===== config.mk =====
export PLATFORM = sky130hd
export DESIGN_NAME = cmdq_launcher
export DESIGN_NICKNAME = d
export VERILOG_FILES = /design/src/rtl/cmdq_pkg.sv /design/src/rtl/cmdq_mem.sv /design/src/rtl/cmdq_regs.sv /design/src/rtl/cmdq_serializer.sv /design/src/rtl/cmdq_launcher.sv
export SDC_FILE = /design/constraint.sdc
export NUM_CORES = 1
export LEC_CHECK = 0
export BUFFER_PORTS_ARGS = -buffer_cell sky130_fd_sc_hd__buf_4
export CORE_ASPECT_RATIO = 1.2
export CORE_MARGIN = 2
export CORE_UTILIZATION = 62
export CTS_BUF_LIST = sky130_fd_sc_hd__clkbuf_4 sky130_fd_sc_hd__clkbuf_8 sky130_fd_sc_hd__clkbuf_16
export DETAILED_ROUTE_END_ITERATION = 10
export PLACE_DENSITY_LB_ADDON = 0.3
export SETUP_SLACK_MARGIN = 0.3
export SKIP_CTS_REPAIR_TIMING = 1
export SLEW_MARGIN = 20
export SYNTH_ARGS = -nofsm -noshare
export SYNTH_HDL_FRONTEND = slang
export SYNTH_HIERARCHICAL = 1
export SYNTH_SLANG_ARGS = --single-unit
export TNS_END_PERCENT = 20

===== constraint.sdc =====
create_clock -name clk -period 4.4 [get_ports clk]
set_input_delay 0.44 -clock clk [delete_from_list [all_inputs] [get_ports clk]]
set_output_delay 0.44 -clock clk [all_outputs]
set_load 0.02 [all_outputs]

===== src/rtl/cmdq_pkg.sv =====
package cmdq_pkg;
  localparam int WORD_W   = 32;
  localparam int QSZ_W    = 6;
  localparam int BYTE_W   = 8;
  localparam int LEN_W    = 16;

  // control addresses (top address bit clear)
  localparam logic [1:0] CTL_START = 2'd0;
  localparam logic [1:0] CTL_MODE  = 2'd1;
  localparam logic [1:0] CTL_QSIZE = 2'd2;
  localparam logic [1:0] CTL_CLEAR = 2'd3;

  localparam logic [1:0] MODE_CMD  = 2'd0;

  // config byte bit positions
  localparam int CFG_LONG_BIT = 1;
  localparam int CFG_TA_BIT   = 2;

  typedef enum logic [2:0] {
    ST_IDLE, ST_FETCH0, ST_FETCH1, ST_HDR, ST_PAY, ST_FIN, ST_WAIT
  } cq_state_e;
endpackage


===== src/rtl/cmdq_mem.sv =====
module cmdq_mem #(
  parameter int DEPTH = 16,
  parameter int W     = 32,
  localparam int AW   = $clog2(DEPTH)
) (
  input  logic          clk,
  input  logic          we,
  input  logic [AW-1:0] waddr,
  input  logic [W-1:0]  wdata,
  input  logic [AW-1:0] raddr,
  output logic [W-1:0]  rdata
);
  logic [W-1:0] store [DEPTH];

  always_ff @(posedge clk) begin
    if (we) store[waddr] <= wdata;
    rdata <= store[raddr];
  end
endmodule


===== src/rtl/cmdq_regs.sv =====
module cmdq_regs
  import cmdq_pkg::*;
#(
  parameter int DEPTH = 16,
  localparam int QA_W = $clog2(DEPTH),
  localparam int ADDR_W = QA_W + 1
) (
  input  logic               clk,
  input  logic               rst,
  input  logic               cfg_we,
  input  logic [ADDR_W-1:0]  cfg_addr,
  input  logic [WORD_W-1:0]  cfg_wdata,
  input  logic               busy_i,
  output logic               q_we,
  output logic [QA_W-1:0]    q_waddr,
  output logic [QSZ_W-1:0]   qsize_o,
  output logic               launch_o,
  output logic               done_clr_o
);
  logic             start_q;
  logic [1:0]       mode_q;
  logic [QSZ_W-1:0] qsize_q;
  logic             is_q, ctl_we, gate, start_wr;

  assign is_q       = cfg_addr[ADDR_W-1];
  assign ctl_we     = cfg_we && !is_q;
  assign q_we       = cfg_we && is_q;
  assign q_waddr    = cfg_addr[QA_W-1:0];
  assign gate       = busy_i || launch_o;
  assign start_wr   = ctl_we && (cfg_addr[1:0] == CTL_START) && !gate;
  assign done_clr_o = ctl_we && (cfg_addr[1:0] == CTL_CLEAR);
  assign qsize_o    = qsize_q;

  always_ff @(posedge clk) begin
    if (rst) begin
      start_q  <= 1'b0;
      mode_q   <= MODE_CMD;
      qsize_q  <= '0;
      launch_o <= 1'b0;
    end else begin
      launch_o <= start_wr && cfg_wdata[0] && !start_q &&
                  (mode_q == MODE_CMD) && (qsize_q != '0);
      if (start_wr) start_q <= cfg_wdata[0];
      if (ctl_we && cfg_addr[1:0] == CTL_MODE)  mode_q  <= cfg_wdata[1:0];
      if (ctl_we && cfg_addr[1:0] == CTL_QSIZE) qsize_q <= cfg_wdata[QSZ_W-1:0];
    end
  end

  AST_LAUNCH_IDLE: assert property (@(posedge clk) disable iff (rst)
    launch_o |-> !busy_i) else $error("launch while busy");
  AST_LAUNCH_NONEMPTY: assert property (@(posedge clk) disable iff (rst)
    launch_o |-> (qsize_q != '0)) else $error("launch with empty queue");
endmodule


===== src/rtl/cmdq_serializer.sv =====
module cmdq_serializer
  import cmdq_pkg::*;
#(
  parameter int DEPTH = 16,
  localparam int QA_W = $clog2(DEPTH)
) (
  input  logic              clk,
  input  logic              rst,
  input  logic              launch,
  input  logic [QSZ_W-1:0]  qsize,
  input  logic              done_clr,
  input  logic [WORD_W-1:0] mem_q,
  input  logic              rd_ready,
  output logic [QA_W-1:0]   rd_ptr,
  output logic              tx_valid,
  output logic [BYTE_W-1:0] tx_byte,
  output logic              tx_first,
  output logic              tx_last,
  output logic              bta_req,
  output logic              busy,
  output logic              cmd_done
);
  cq_state_e         st;
  logic [WORD_W-1:0] w0;
  logic [QSZ_W-1:0]  qs_q;
  logic [1:0]        hidx;
  logic [LEN_W-1:0]  pidx, plen, cap, wc;
  logic [LEN_W-1:0]  plen_m1;

  // payload limit from the queue size captured at launch
  always_comb begin
    int eff;
    eff = (int'(qs_q) > DEPTH) ? DEPTH : int'(qs_q);
    cap = LEN_W'((eff - 1) * 4);
    wc  = mem_q[31:16];
  end
  assign plen_m1 = plen - 1'b1;

  always_ff @(posedge clk) begin
    if (rst) begin
      st       <= ST_IDLE;
      w0       <= '0;
      qs_q     <= '0;
      hidx     <= '0;
      pidx     <= '0;
      plen     <= '0;
      rd_ptr   <= '0;
      tx_valid <= 1'b0;
      tx_byte  <= '0;
      tx_first <= 1'b0;
      tx_last  <= 1'b0;
      bta_req  <= 1'b0;
      busy     <= 1'b0;
      cmd_done <= 1'b0;
    end else begin
      tx_valid <= 1'b0;
      tx_first <= 1'b0;
      tx_last  <= 1'b0;
      bta_req  <= 1'b0;
      if (done_clr) cmd_done <= 1'b0;
      case (st)
        ST_IDLE: if (launch) begin
          st       <= ST_FETCH0;
          rd_ptr   <= '0;
          qs_q     <= qsize;
          busy     <= 1'b1;
          cmd_done <= 1'b0;
        end
        ST_FETCH0: st <= ST_FETCH1;
        ST_FETCH1: begin
          w0     <= mem_q;
          plen   <= mem_q[CFG_LONG_BIT] ? ((wc > cap) ? cap : wc) : '0;
          rd_ptr <= QA_W'(1);
          hidx   <= '0;
          st     <= ST_HDR;
        end
        ST_HDR: begin
          tx_valid <= 1'b1;
          tx_first <= (hidx == 2'd0);
          case (hidx)
            2'd0:    tx_byte <= w0[15:8];
            2'd1:    tx_byte <= w0[23:16];
            default: tx_byte <= w0[31:24];
          endcase
          tx_last <= (hidx == 2'd2) && (plen == '0);
          hidx    <= hidx + 1'b1;
          if (hidx == 2'd2) begin
            pidx <= '0;
            st   <= (plen != '0) ? ST_PAY : ST_FIN;
          end
        end
        ST_PAY: begin
          tx_valid <= 1'b1;
          tx_byte  <= mem_q[{pidx[1:0], 3'b000} +: 8];
          tx_last  <= (pidx == plen_m1);
          // fetch the next word early to cover the read latency
          if (pidx[1:0] == 2'd2) rd_ptr <= rd_ptr + 1'b1;
          pidx <= pidx + 1'b1;
          if (pidx == plen_m1) st <= ST_FIN;
        end
        ST_FIN: begin
          if (w0[CFG_TA_BIT]) begin
            bta_req <= 1'b1;
            st      <= ST_WAIT;
          end else begin
            cmd_done <= 1'b1;
            busy     <= 1'b0;
            st       <= ST_IDLE;
          end
        end
        ST_WAIT: if (rd_ready) begin
          cmd_done <= 1'b1;
          busy     <= 1'b0;
          st       <= ST_IDLE;
        end
        default: st <= ST_IDLE;
      endcase
    end
  end

  AST_TX_INSIDE_BUSY: assert property (@(posedge clk) disable iff (rst)
    tx_valid |-> busy) else $error("byte outside busy");
  AST_BTA_ONE_CYCLE: assert property (@(posedge clk) disable iff (rst)
    bta_req |=> !bta_req) else $error("turnaround pulse too long");
  AST_DONE_AFTER_BUSY: assert property (@(posedge clk) disable iff (rst)
    $rose(cmd_done) |-> !busy) else $error("done while busy");
  AST_FIRST_IS_VALID: assert property (@(posedge clk) disable iff (rst)
    tx_first |-> tx_valid) else $error("first without valid");
  AST_LAST_ENDS_STREAM: assert property (@(posedge clk) disable iff (rst)
    tx_last |=> !tx_valid) else $error("byte after last");
endmodule


===== src/rtl/cmdq_launcher.sv =====
module cmdq_launcher
  import cmdq_pkg::*;
#(
  parameter int DEPTH = 16,
  localparam int QA_W = $clog2(DEPTH),
  localparam int ADDR_W = QA_W + 1
) (
  input  logic              clk,
  input  logic              rst,
  input  logic              cfg_we,
  input  logic [ADDR_W-1:0] cfg_addr,
  input  logic [31:0]       cfg_wdata,
  input  logic              rd_ready,
  output logic              tx_valid,
  output logic [7:0]        tx_byte,
  output logic              tx_first,
  output logic              tx_last,
  output logic              bta_req,
  output logic              busy,
  output logic              cmd_done
);
  logic              q_we, launch, done_clr;
  logic [QA_W-1:0]   q_waddr, rd_ptr;
  logic [QSZ_W-1:0]  qsize;
  logic [WORD_W-1:0] mem_q;

  cmdq_regs #(.DEPTH(DEPTH)) u_regs (
    .clk(clk), .rst(rst), .cfg_we(cfg_we), .cfg_addr(cfg_addr),
    .cfg_wdata(cfg_wdata), .busy_i(busy), .q_we(q_we), .q_waddr(q_waddr),
    .qsize_o(qsize), .launch_o(launch), .done_clr_o(done_clr)
  );

  cmdq_mem #(.DEPTH(DEPTH), .W(WORD_W)) u_mem (
    .clk(clk), .we(q_we), .waddr(q_waddr), .wdata(cfg_wdata),
    .raddr(rd_ptr), .rdata(mem_q)
  );

  cmdq_serializer #(.DEPTH(DEPTH)) u_ser (
    .clk(clk), .rst(rst), .launch(launch), .qsize(qsize),
    .done_clr(done_clr), .mem_q(mem_q), .rd_ready(rd_ready),
    .rd_ptr(rd_ptr), .tx_valid(tx_valid), .tx_byte(tx_byte),
    .tx_first(tx_first), .tx_last(tx_last), .bta_req(bta_req),
    .busy(busy), .cmd_done(cmd_done)
  );
endmodule


==> impl_metrics.py, run 1 <==
metrics = {
    "floorplanning": {
        "die-area_mm2": 0.0422,
        "die_x_um": 188,
        "top_level_ports": 55,
        "rows": 80,
        "core_area_mm2": 0.0398,
        "die-height_um": 225,
        "initial_core_util_pct": 63.1,
    },
    "global_routing": {
        "grt_pass1_wl_um": 84200,
        "track_usage_pct": 26.9,
        "grt_max_degree": 86,
        "overflow": 0,
        "grt_pass1_vias": 14000,
        "antenna_found_initial": 2,
    },
    "clock_tree": {
        "cts.clk_slew.worst_paths_ns": 0.07,
        "cts_root_buf": "clkbuf_16",
        "cts_tree": "built",
        "clock_latency_ns": 0.62,
        "cts_buffers": 57,
        "clock-sinks": 640,
        "htreeDepth": 2,
        "cts_buffer_depth": 3,
    },
    "worst_setup_path": {
        "end_kind": "flop",
        "crit_type": "reg -> reg",
        "crit_arrival_ns": 3.87,
        "required_ns": 4.94,
        "path_max_fanout": 19,
        "startpoint_type": "flop",
    },
    "synth": {
        "synth_area_leaders": "edfxtp_1, mux4_2, dfxtp_1, nand2_1, a22oi_1",
        "netlist_area_mm2": 0.0251,
        "synth_edf_count": 512,
        "synth_fp_nets": 1544,
        "synth_cell_types": 66,
        "yosysSeqAreaShare_pct": 71.4,
        "synth_cells": 1480,
        "yosys.area.top_type": "edfxtp_1",
        "ys_async_sr_fraction_pct": 0,
        "ys_ff_latch": 640,
        "yosysTopAreaCellShare_pct": 61.2,
        "ys.flop_type": "edfxtp_1",
        "synth_warnings": 6,
        "postSynthAreaPerCell_um2": 17.0,
    },
    "sta": {
        "hold_viol": 0,
        "fmax_ghz": 0.300,
        "tightest_slew_ns": 1.13,
        "min_period_ns": 3.33,
        "rsz0062_at_grt": "no",
        "slew_viol_final": 0,
        "slew-limit-headroom_pct": 24.3,
        "min_period_over_period_pct": 75.8,
        "fin_skew_ns": 0.0247,
        "tns_ns": 0,
        "final-setup-viol-count": 0,
    },
    "placement": {
        "numPortBuffers": 54,
        "place_congestion": 0.855,
        "postPlaceCellArea_mm2": 0.0263,
        "hpwl_um": 32600,
    },
    "detailed_routing": {
        "drt_iter0_drc": 1360,
        "ant_nets": 0,
        "drt_pass1_iterations": 5,
        "wl_per_cell_um": 26.2,
        "via_per_inst": 6.53,
        "wl_um": 55700,
        "vias": 13900,
        "route.detailed.drc": 0,
    },
    "power_and_ir_drop": {
        "vdd_drop_max_mv": 0.308,
        "p_leak_nw": 9.02,
        "p_per_area_mw_per_mm2": 419,
    },
    "job": {
        "maxCapViolCount": 0,
    },
    "finish": {
        "final_layout_size_suffix_gt1_share_pct": 22.9,
        "fin_area_mm2": 0.0282,
        "area_delta_synth_final_pct": 12.3,
        "fin_nets": 1606,
    },
    "hold_path": {
        "min-delay-path-class": "in -> reg",
    },
    "outcome": {
        "outcome": "complete, no violations",
    },
}
## through the flow
| stage | util [%] | hold WS, ns | setup slack, ns | total power, mW | cells |
|---|---|---|---|---|---|
| global route | 70.8 | 0.113 | 0.810 | 12.1 | 2124 |
| floorplan | - | 0.429 | 0.637 | 6.83 | 1480 |
| finish | 70.8 | 0.119 | 1.07 | 11.8 | 2124 |
| global placement | 65.8 | 0.442 | 1.22 | 6.95 | 2012 |
| CTS | 70.8 | 0.0934 | 1.08 | 11.9 | 2123 |
| detailed placement | 66.1 | 0.447 | 1.09 | 6.96 | 2016 |
## synth_stat cells (all sizes together), types with 17 or more instances
library cell,n
a21oi,61
a22oi,70
buf,39
clkbuf,45
dfxtp,128
edfxtp,512
ha,23
mux2i,20
mux4,136
nand2,141
nand3,45
nor2,68
nor3,18
o21ai,17
## power breakdown
part	internal [mW]	switching [mW]
logic	0.0734	0.149
registers	6.59	0.0273
clock network	2.82	2.16
## final cells by class
type / count / area [um2]
fill: 2454 / 11600
antenna: 1 / 2.50
clock inverter: 36 / 335
timing repair buffer: 87 / 758
clock buffer: 71 / 1560
tap: 533 / 667
sequential: 640 / 17900
multi-input combinational: 744 / 6900
inverter: 12 / 45.0
## metal layers
metal	global-route usage, %	wire length, um	share of wire (%)	vias up
met5	0	12	0.022	-
met4	10.8	2180	3.9	2
met2	45.6	28300	51	656
li1	-	-	-	5995
met1	35.1	21200	38	7098
met3	4.56	4020	7.2	119
## state kept, by name, indices dropped and copies added, names as in the netlist
signal and cells:
u_ser/tx_valid 1, u_ser/w0 25, u_mem/store 512, u_ser/pidx 16, u_regs/mode_q 2, u_ser/qs_q 6, u_ser/bta_req 1, u_regs/start_q 1
u_regs/qsize_o 6, u_ser/cmd_done 1, u_ser/tx_last 1, u_mem/rdata 32, u_ser/rd_ptr 4, u_ser/tx_first 1, u_ser/busy 1, u_ser/plen 16
u_ser/st 3, u_ser/hidx 2, u_ser/tx_byte 8, u_regs/launch_o 1
## kinds of logic after synthesis
family          Yosys count  synth area share [%]
mux                     160                  13.2
simple gates            351                  6.82
xor+xnor                 22                 0.767
flops                   640                  71.4
compound gates          188                  5.03
buf+inv                  96                  1.71
fa+ha+maj                23                  1.14
## placed cells by master, fill, tap and decap left out, types with 9 or more instances in the layout
cell type and n:
edfxtp_1 512, nand2_1 141, mux4_2 136, dfxtp_1 126, buf_4 80, a22oi_1 70
a21oi_1 61, clkbuf_16 58, nor2_1 52, nand3_1 44, ha_1 23, mux2i_1 20
o21ai_0 16, nor2_4 14, xnor2_1 14, clkinv_1 12, inv_1 12, clkbuf_4 11
nor3_1 11, o211ai_1 10, nand4_1 9
## worst max-delay path: stages (launching register included)
cell	delay, ns
dfxtp_1	0.32
nor2_1	0.25
nand2_1	0.15
ha_1	0.25
nand2_1	0.29
o21a_1	0.22
ha_1	0.19
o2111ai_1	0.14
and3_1	0.18
o311ai_1	0.34
o21ai_2	0.30
or3_1	0.51
nand3_1	0.12
## path summary, 6_finish.rpt
kind	startpoint	end	slack [ns]	depth (start not counted)
setup / recovery	u_ser/qs_q[4]	u_ser/plen[12]	1.07	12
hold / removal	cfg_wdata[6]	u_mem/store[14][6]	0.12	1
setup reg to reg	u_ser/qs_q[4]	u_ser/plen[12]	1.07	12
hold reg to reg	u_ser/w0[19]	u_ser/w0[19]	0.46	2
No activity file was read; power rests on OpenSTA's default activity.
==> inputs of run 2 (changes only) <==
- ABC_AREA: not set -> 1
- CORE_UTILIZATION: 62 -> 57
- clock period: 4.4 -> 2.8 ns (I/O delays scaled with it)
==> run 2 against run 1 <==
  * The flow now finishes with violations (negative hold slack, negative setup slack)
  * Utilization fell by 5.6 points
  * Die area rose by 22%
  * Clock skew fell by 0.013 ns
  * Largest cell class unchanged
  * Non-clock buffer count rose by 49
  * Flip-flop and latch count did not move
  * Setup slack got worse by 1.1 ns
  * Total power rose by 110%
  * Count of clock-buffer cells in the layout rose by 3
  * Via count rose by 49%
  * Global-route usage rose by 0.93 points
  * Wire length rose by 31%
==> impl_metrics.py, run 2 <==
metrics = {
    "placement": {
        "numPortBuffers": 54,
        "hpwl_um": 40000,
        "place_congestion": 0.916,
        "postPlaceCellArea_mm2": 0.0296,
    },
    "hold_path": {
        "whs_path_depth": 4,
        "hold_start": "cfg_addr[4]",
        "min-delay-path-class": "in -> reg",
        "min_to": "u_regs/launch_o",
    },
    "finish": {
        "multiInputGateArea_mm2": 0.00807,
        "regMostFlops": "u_mem/store",
        "nFillCells": 3670,
        "area_delta_synth_final_pct": 13.1,
        "top_regs": "u_mem/store: 512 flops, u_mem/rdata: 32 flops, u_ser/w0: 25 flops",
        "largest_register_ffs": 512,
        "seq_area_mm2": 0.0180,
        "fin_area_mm2": 0.0321,
        "layout_commonest_cell": "nand2_1",
        "layout_common_cells": "nand2_1, edfxtp_1, inv_1, nand3_1, dfxtp_1",
        "final_layout_size_suffix_gt1_share_pct": 9.89,
        "fin_nets": 3068,
    },
    "floorplanning": {
        "top_level_ports": 55,
        "die_x_um": 208,
        "initial_core_util_pct": 57.7,
        "die-height_um": 248,
        "core_area_mm2": 0.0491,
        "die-area_mm2": 0.0515,
        "rows": 89,
    },
    "worst_setup_path": {
        "rr_startpoint": "u_ser/qs_q[4]",
        "reg2reg_setup_slack_ns": -0.05,
        "crit_arrival_ns": 3.34,
        "cpMostUsedCell": "nand2_4",
        "path_max_fanout": 8,
        "cp_slowest_cell": "dfxtp_1",
        "cpPeakStageDelay_ns": 0.38,
        "crit_type": "reg -> reg",
        "startpoint_type": "flop",
        "worstPathCellList": "nor2_4 > a21oi_2 > or2_4 > ha_4 > nand2_4 > nor2_4 > inv_8 > ha_4 > nand2_4 > inv_4 > nand3_4 > nor3_4 > nand3_2 > nand2_4 > inv_8 > buf_4 > o211ai_1 > a21oi_1",
        "r2r_end": "u_ser/plen[15]",
        "end_kind": "flop",
        "required_ns": 3.29,
        "reg2reg_depth": 18,
    },
    "clock_tree": {
        "cts.clk_slew.worst_paths_ns": 0.06,
        "cts_buffer_depth": 3,
        "cts_root_buf": "clkbuf_16",
        "clock-sinks": 640,
        "clock_latency_ns": 0.63,
        "htreeDepth": 2,
        "cts_tree": "built",
        "cts_buffers": 60,
    },
    "synth": {
        "synth-compound-area-share_pct": 3.95,
        "synth_cell_types": 49,
        "synth_top_family_by_area": "simple AND/OR/NAND/NOR gates",
        "synthAdderAreaFrac_pct": 1.02,
        "synth_warnings": 6,
        "yosysTopAreaCellShare_pct": 54.3,
        "ys.flop_type": "edfxtp_1",
        "yosysSeqAreaShare_pct": 63.3,
        "yosys.area.top_type": "edfxtp_1",
        "synth_mux_area_share_pct": 0,
        "synthSimpleGateAreaFrac_pct": 21.6,
        "synthTopCellsByCount": "nand2_1, edfxtp_1, inv_1",
        "netlist_area_mm2": 0.0283,
        "ys_async_sr_fraction_pct": 0,
        "synth_edf_count": 512,
        "yosys.area_share.xor_xnor_pct": 0.649,
        "synth_fp_nets": 3003,
        "synth_area_leaders": "edfxtp_1, nand2_1, dfxtp_1, nand3_1, inv_1",
        "ys_ff_latch": 640,
        "postSynthAreaPerCell_um2": 9.64,
        "synth_cells": 2939,
        "yosysMostFrequentCell": "nand2_1",
    },
    "outcome": {
        "failed_checks": "negative hold slack, negative setup slack",
        "outcome": "finished with violations",
    },
    "detailed_routing": {
        "drt_iter0_drc": 2341,
        "wl_um": 72800,
        "route.detailed.drc": 0,
        "via_per_inst": 5.61,
        "drt_pass1_iterations": 7,
        "vias": 20700,
        "wl_per_cell_um": 19.7,
        "ant_nets": 0,
    },
    "sta": {
        "slew-limit-headroom_pct": 29.4,
        "tightest_slew_ns": 1.06,
        "slew_viol_final": 0,
        "setup_slack_ns": -0.0491,
        "final-setup-viol-count": 6,
        "hold_ws_ns": -0.00787,
        "rsz0062_at_grt": "yes",
        "fmax_ghz": 0.351,
        "min_period_over_period_pct": 102,
        "min_period_ns": 2.85,
        "hold_viol": 1,
        "fin_skew_ns": 0.0117,
    },
    "power_and_ir_drop": {
        "p_per_area_mw_per_mm2": 765,
        "p_leak_nw": 13.4,
        "vdd_drop_max_mv": 0.712,
    },
    "global_routing": {
        "track_usage_pct": 27.8,
        "grt_pass1_wl_um": 110000,
        "antenna_found_initial": 1,
        "overflow": 0,
        "grt_pass1_vias": 19900,
        "grt_max_degree": 148,
    },
    "job": {
        "maxCapViolCount": 0,
    },
}
==> run 2: changes by cell type after synthesis, sizes merged, moves of 50 or more <==
cell / before / now
nand3: 45 / 422
buf: 39 / 103
o21ai: 17 / 67
inv: 12 / 485
nand2: 141 / 831
mux4: 136 / 0
nor2: 68 / 143
a22oi: 70 / 0
==> run 2: metal layers <==
| metal | up-vias | wire (um) | share of wire [%] | global-route usage [%] |
|---|---|---|---|---|
| met1 | 9842 | 27700 | 38 | 34.2 |
| met2 | 943 | 36300 | 50 | 48.0 |
| met4 | 2 | 3000 | 4.1 | 13.2 |
| met3 | 236 | 5860 | 8.0 | 4.79 |
| li1 | 9706 | - | - | - |
| met5 | - | 9 | 0.012 | 0 |
==> run 2: worst max-delay path, delay by kind of cell (launching register included) <==
kind	cells	cell delay [ns]
simple gates	9	1.08
flops	1	0.38
fa+ha+maj	2	0.48
compound gates	3	0.42
buf+inv	4	0.33
==> run 2: worst max path at each step <==
stage	startpoint	endpoint	slack, ns	cells past startpoint
finish	u_ser/qs_q[4]	u_ser/plen[15]	-0.05	18
CTS	u_ser/qs_q[1]	u_ser/plen[9]	-0.07	18
detailed placement	u_ser/qs_q[1]	u_ser/plen[9]	-0.04	18
floorplan	u_ser/qs_q[4]	u_ser/plen[15]	0.29	17
global placement	u_ser/qs_q[1]	u_ser/plen[15]	0.07	18
global route	u_ser/qs_q[4]	u_ser/plen[15]	-0.18	18
==> run 2: per-stage QoR <==
step	TNS, ns	instances	worst slack [ns]	power (mW)	utilization [%]
finish	-0.177	3694	-0.0491	24.5	65.3
global route	-1.99	3692	-0.181	25.7	65.3
CTS	-0.340	3653	-0.0653	24.5	64.3
detailed placement	-0.188	3540	-0.0430	16.6	60.3
global placement	0	3540	0.0703	16.4	60.3
floorplan	0	2939	0.291	15.3	-
==> run 2: cell families (layout without fill, tap and decap cells) <==
group                      Yosys count  in the layout
other                                0              2
and+or+nand+nor                   1435           1435
buffers and inverters              623            739
xor gates and xnor gates            21             21
DFF                                640            640
adders and majority gates           23             23
AOI/OAI and AO/OA                  197            197
==> run 2: area by class of cell <==
| type | instances | share of cell area, % |
|---|---|---|
| diodes | 2 | 0.0156 |
| clock inverters | 39 | 0.956 |
| flip-flops and latches | 640 | 56.0 |
| well taps | 637 | 2.49 |
| repair buffers | 136 | 4.40 |
| repair inverters | 2 | 0.0390 |
| inverters | 488 | 5.82 |
| multi-input cells | 1676 | 25.2 |
| clock buffers | 74 | 5.09 |
==> run 2: power breakdown <==
group / switching [mW] / leakage, nW / internal (mW) / total, mW
registers: 0.371 / 5.67 / 10.7 / 11.1
clock network: 3.51 / 0.960 / 4.43 / 7.94
logic: 3.77 / 6.79 / 1.76 / 5.54
==> inputs of run 3 (changes only) <==
- ABC_AREA: 1 -> not set
- CORE_UTILIZATION: 57 -> 56
==> run 3 against run 2 <==
  * The flow now finishes without violations
  * Critical path depth fell by 7
  * Count of clock-buffer cells in the layout grew 5
  * Non-clock buffer count grew 2
  * Largest cell class unchanged
==> impl_metrics.py, run 3 (synthesis results as in run 1) <==
metrics = {
    "detailed_routing": {
        "wl_um": 56500,
        "vias": 13900,
        "ant_nets": 0,
        "via_per_inst": 6.27,
        "wl_per_cell_um": 25.6,
        "route.detailed.drc": 0,
        "drt_pass1_iterations": 5,
        "drt_iter0_drc": 1271,
    },
    "finish": {
        "top_regs": "u_mem/store: 512 flops, u_mem/rdata: 32 flops, u_ser/w0: 25 flops",
        "fin_area_mm2": 0.0292,
        "area_delta_synth_final_pct": 16.3,
        "stdcell_count": 2211,
        "layout_common_cells": "edfxtp_1, nand2_1, mux4_2, dfxtp_1, buf_4",
        "fin_nets": 1659,
        "final_layout_size_suffix_gt1_share_pct": 25.5,
        "regMostFlops": "u_mem/store",
        "layout_commonest_cell": "edfxtp_1",
        "largest_register_ffs": 512,
        "n_antenna_cell": 0,
    },
    "job": {
        "maxCapViolCount": 0,
    },
    "sta": {
        "tightest_slew_ns": 0.850,
        "slew-limit-headroom_pct": 43.1,
        "rsz0062_at_grt": "yes",
        "min_period_ns": 2.67,
        "slew_viol_final": 0,
        "min_period_over_period_pct": 95.5,
        "fin_skew_ns": 0.0179,
        "hold_viol": 0,
        "final-setup-viol-count": 0,
        "fmax_ghz": 0.374,
    },
    "clock_tree": {
        "cts_buffer_depth": 3,
        "clock_latency_ns": 0.63,
        "cts_buffers": 59,
        "clock-sinks": 640,
        "cts_tree": "built",
        "cts_root_buf": "clkbuf_16",
        "cts.clk_slew.worst_paths_ns": 0.06,
        "htreeDepth": 2,
    },
    "outcome": {
        "outcome": "complete, no violations",
    },
    "power_and_ir_drop": {
        "combPwrFrac_pct": 2.1,
        "vdd_drop_max_mv": 0.495,
        "p_per_area_mw_per_mm2": 644,
        "power.internal_mw": 15.1,
        "p_leak_nw": 9.42,
        "switching_share_pct": 19.8,
        "switching_power_mw": 3.72,
        "power_frac_clock_pct": 42.7,
        "seqPwrFrac_pct": 55.2,
    },
    "global_routing": {
        "track_usage_pct": 24.6,
        "met1_usage_pct": 33.5,
        "antenna_found_initial": 0,
        "grt_pass1_wl_um": 84800,
        "overflow": 0,
        "grt_max_degree": 62,
        "grt_pass1_vias": 13700,
        "use_met3_pct": 3.80,
        "grt.busiest_layer": "met2",
        "grtUsageMet2_pct": 40.8,
    },
    "worst_setup_path": {
        "crit_type": "reg -> reg",
        "required_ns": 3.37,
        "reg2reg_depth": 11,
        "path_max_fanout": 7,
        "cp_slowest_cell": "dfxtp_4",
        "end_kind": "flop",
        "r2r_end": "u_ser/plen[3]",
        "cpPeakStageDelay_ns": 0.36,
        "critPathBufInv": 2,
        "worstPathCellList": "nor4_4 > nand2_4 > buf_6 > ha_4 > and4_4 > nand3_4 > o311ai_4 > o21ai_4 > buf_6 > or3_4 > nand3_2",
        "crit_family": "simple AND/OR/NAND/NOR gates",
        "crit_arrival_ns": 3.24,
        "startpoint_type": "flop",
        "reg2reg_setup_slack_ns": 0.13,
        "cpMostUsedCell": "buf_6",
        "rr_startpoint": "u_ser/qs_q[5]",
    },
    "hold_path": {
        "hold_start": "rd_ready",
        "min-delay-path-class": "in -> reg",
        "min_to": "u_ser/st[1]",
        "whs_path_depth": 4,
    },
    "placement": {
        "postPlaceCellArea_mm2": 0.0267,
        "hpwl_um": 30900,
        "numPortBuffers": 54,
        "place_congestion": 0.864,
        "dp.cells": 2065,
    },
    "floorplanning": {
        "die_x_um": 197,
        "rows": 85,
        "die-height_um": 236,
        "die-area_mm2": 0.0466,
        "initial_core_util_pct": 56.4,
        "top_level_ports": 55,
        "core_area_mm2": 0.0446,
    },
}
[run 3: metrics by stage]
stage	util [%]	hold WS, ns	worst slack (ns)	TNS [ns]	power [mW]
CTS	64.3	-0.0842	-0.170	-1.78	18.9
finish	65.6	0.00199	0.127	0	18.8
global placement	59.9	0.442	-0.0116	-0.0116	10.9
floorplan	-	0.379	-0.485	-29.99	10.7
global route	65.6	0.0231	0.0383	0	19.3
detailed placement	59.9	0.447	-0.151	-1.52	10.9
[run 3: worst min-delay path, delay by kind of cell]
| kind | cells | cell delay (ns) |
|---|---|---|
| buffers and inverters | 1 | 0.10 |
| AO/OA/AOI/OAI | 1 | 0.05 |
| AND/OR/NAND/NOR | 2 | 0.14 |
[run 3: power by group through the flow]
| stage | combinational, mW | sequential, mW | clock (mW) |
|---|---|---|---|
| floorplan | 0.146 | 10.6 | 0 |
| global placement | 0.337 | 10.6 | 0 |
| detailed placement | 0.352 | 10.6 | 0 |
| CTS | 0.353 | 10.4 | 8.18 |
| global route | 0.422 | 10.4 | 8.52 |
| finish | 0.389 | 10.4 | 8.04 |
[run 3: routing by layer]
metal / vias to the layer above / wire length [um]
li1: 6091 / -
met1: 7088 / 22400
met2: 585 / 28600
met4: 0 / 1680
met5: - / 0
met3: 103 / 3880
[run 3: worst max-delay path by stage]
| stage | from | to | slack, ns | cells after the start |
|---|---|---|---|---|
| after floorplan | cfg_addr[2] | u_mem/store[8][0] | -0.48 | 3 |
| after global placement | u_ser/qs_q[3] | u_ser/plen[10] | -0.01 | 10 |
| after detailed placement | u_ser/qs_q[3] | u_ser/plen[10] | -0.15 | 10 |
| after CTS | u_ser/qs_q[3] | u_ser/plen[10] | -0.17 | 10 |
| after global routing | u_ser/qs_q[4] | u_ser/plen[3] | 0.04 | 12 |
| final | u_ser/qs_q[5] | u_ser/plen[3] | 0.13 | 11 |
[run 3: area by class of cell]
class	count	area (um2)
Fill cell	2906	15300
Timing Repair Buffer	138	1440
Tap cell	565	707
Multi-Input combinational cell	744	7100
Sequential cell	640	18000
Clock buffer	79	1680
Clock inverter	33	305
Inverter	12	45.0
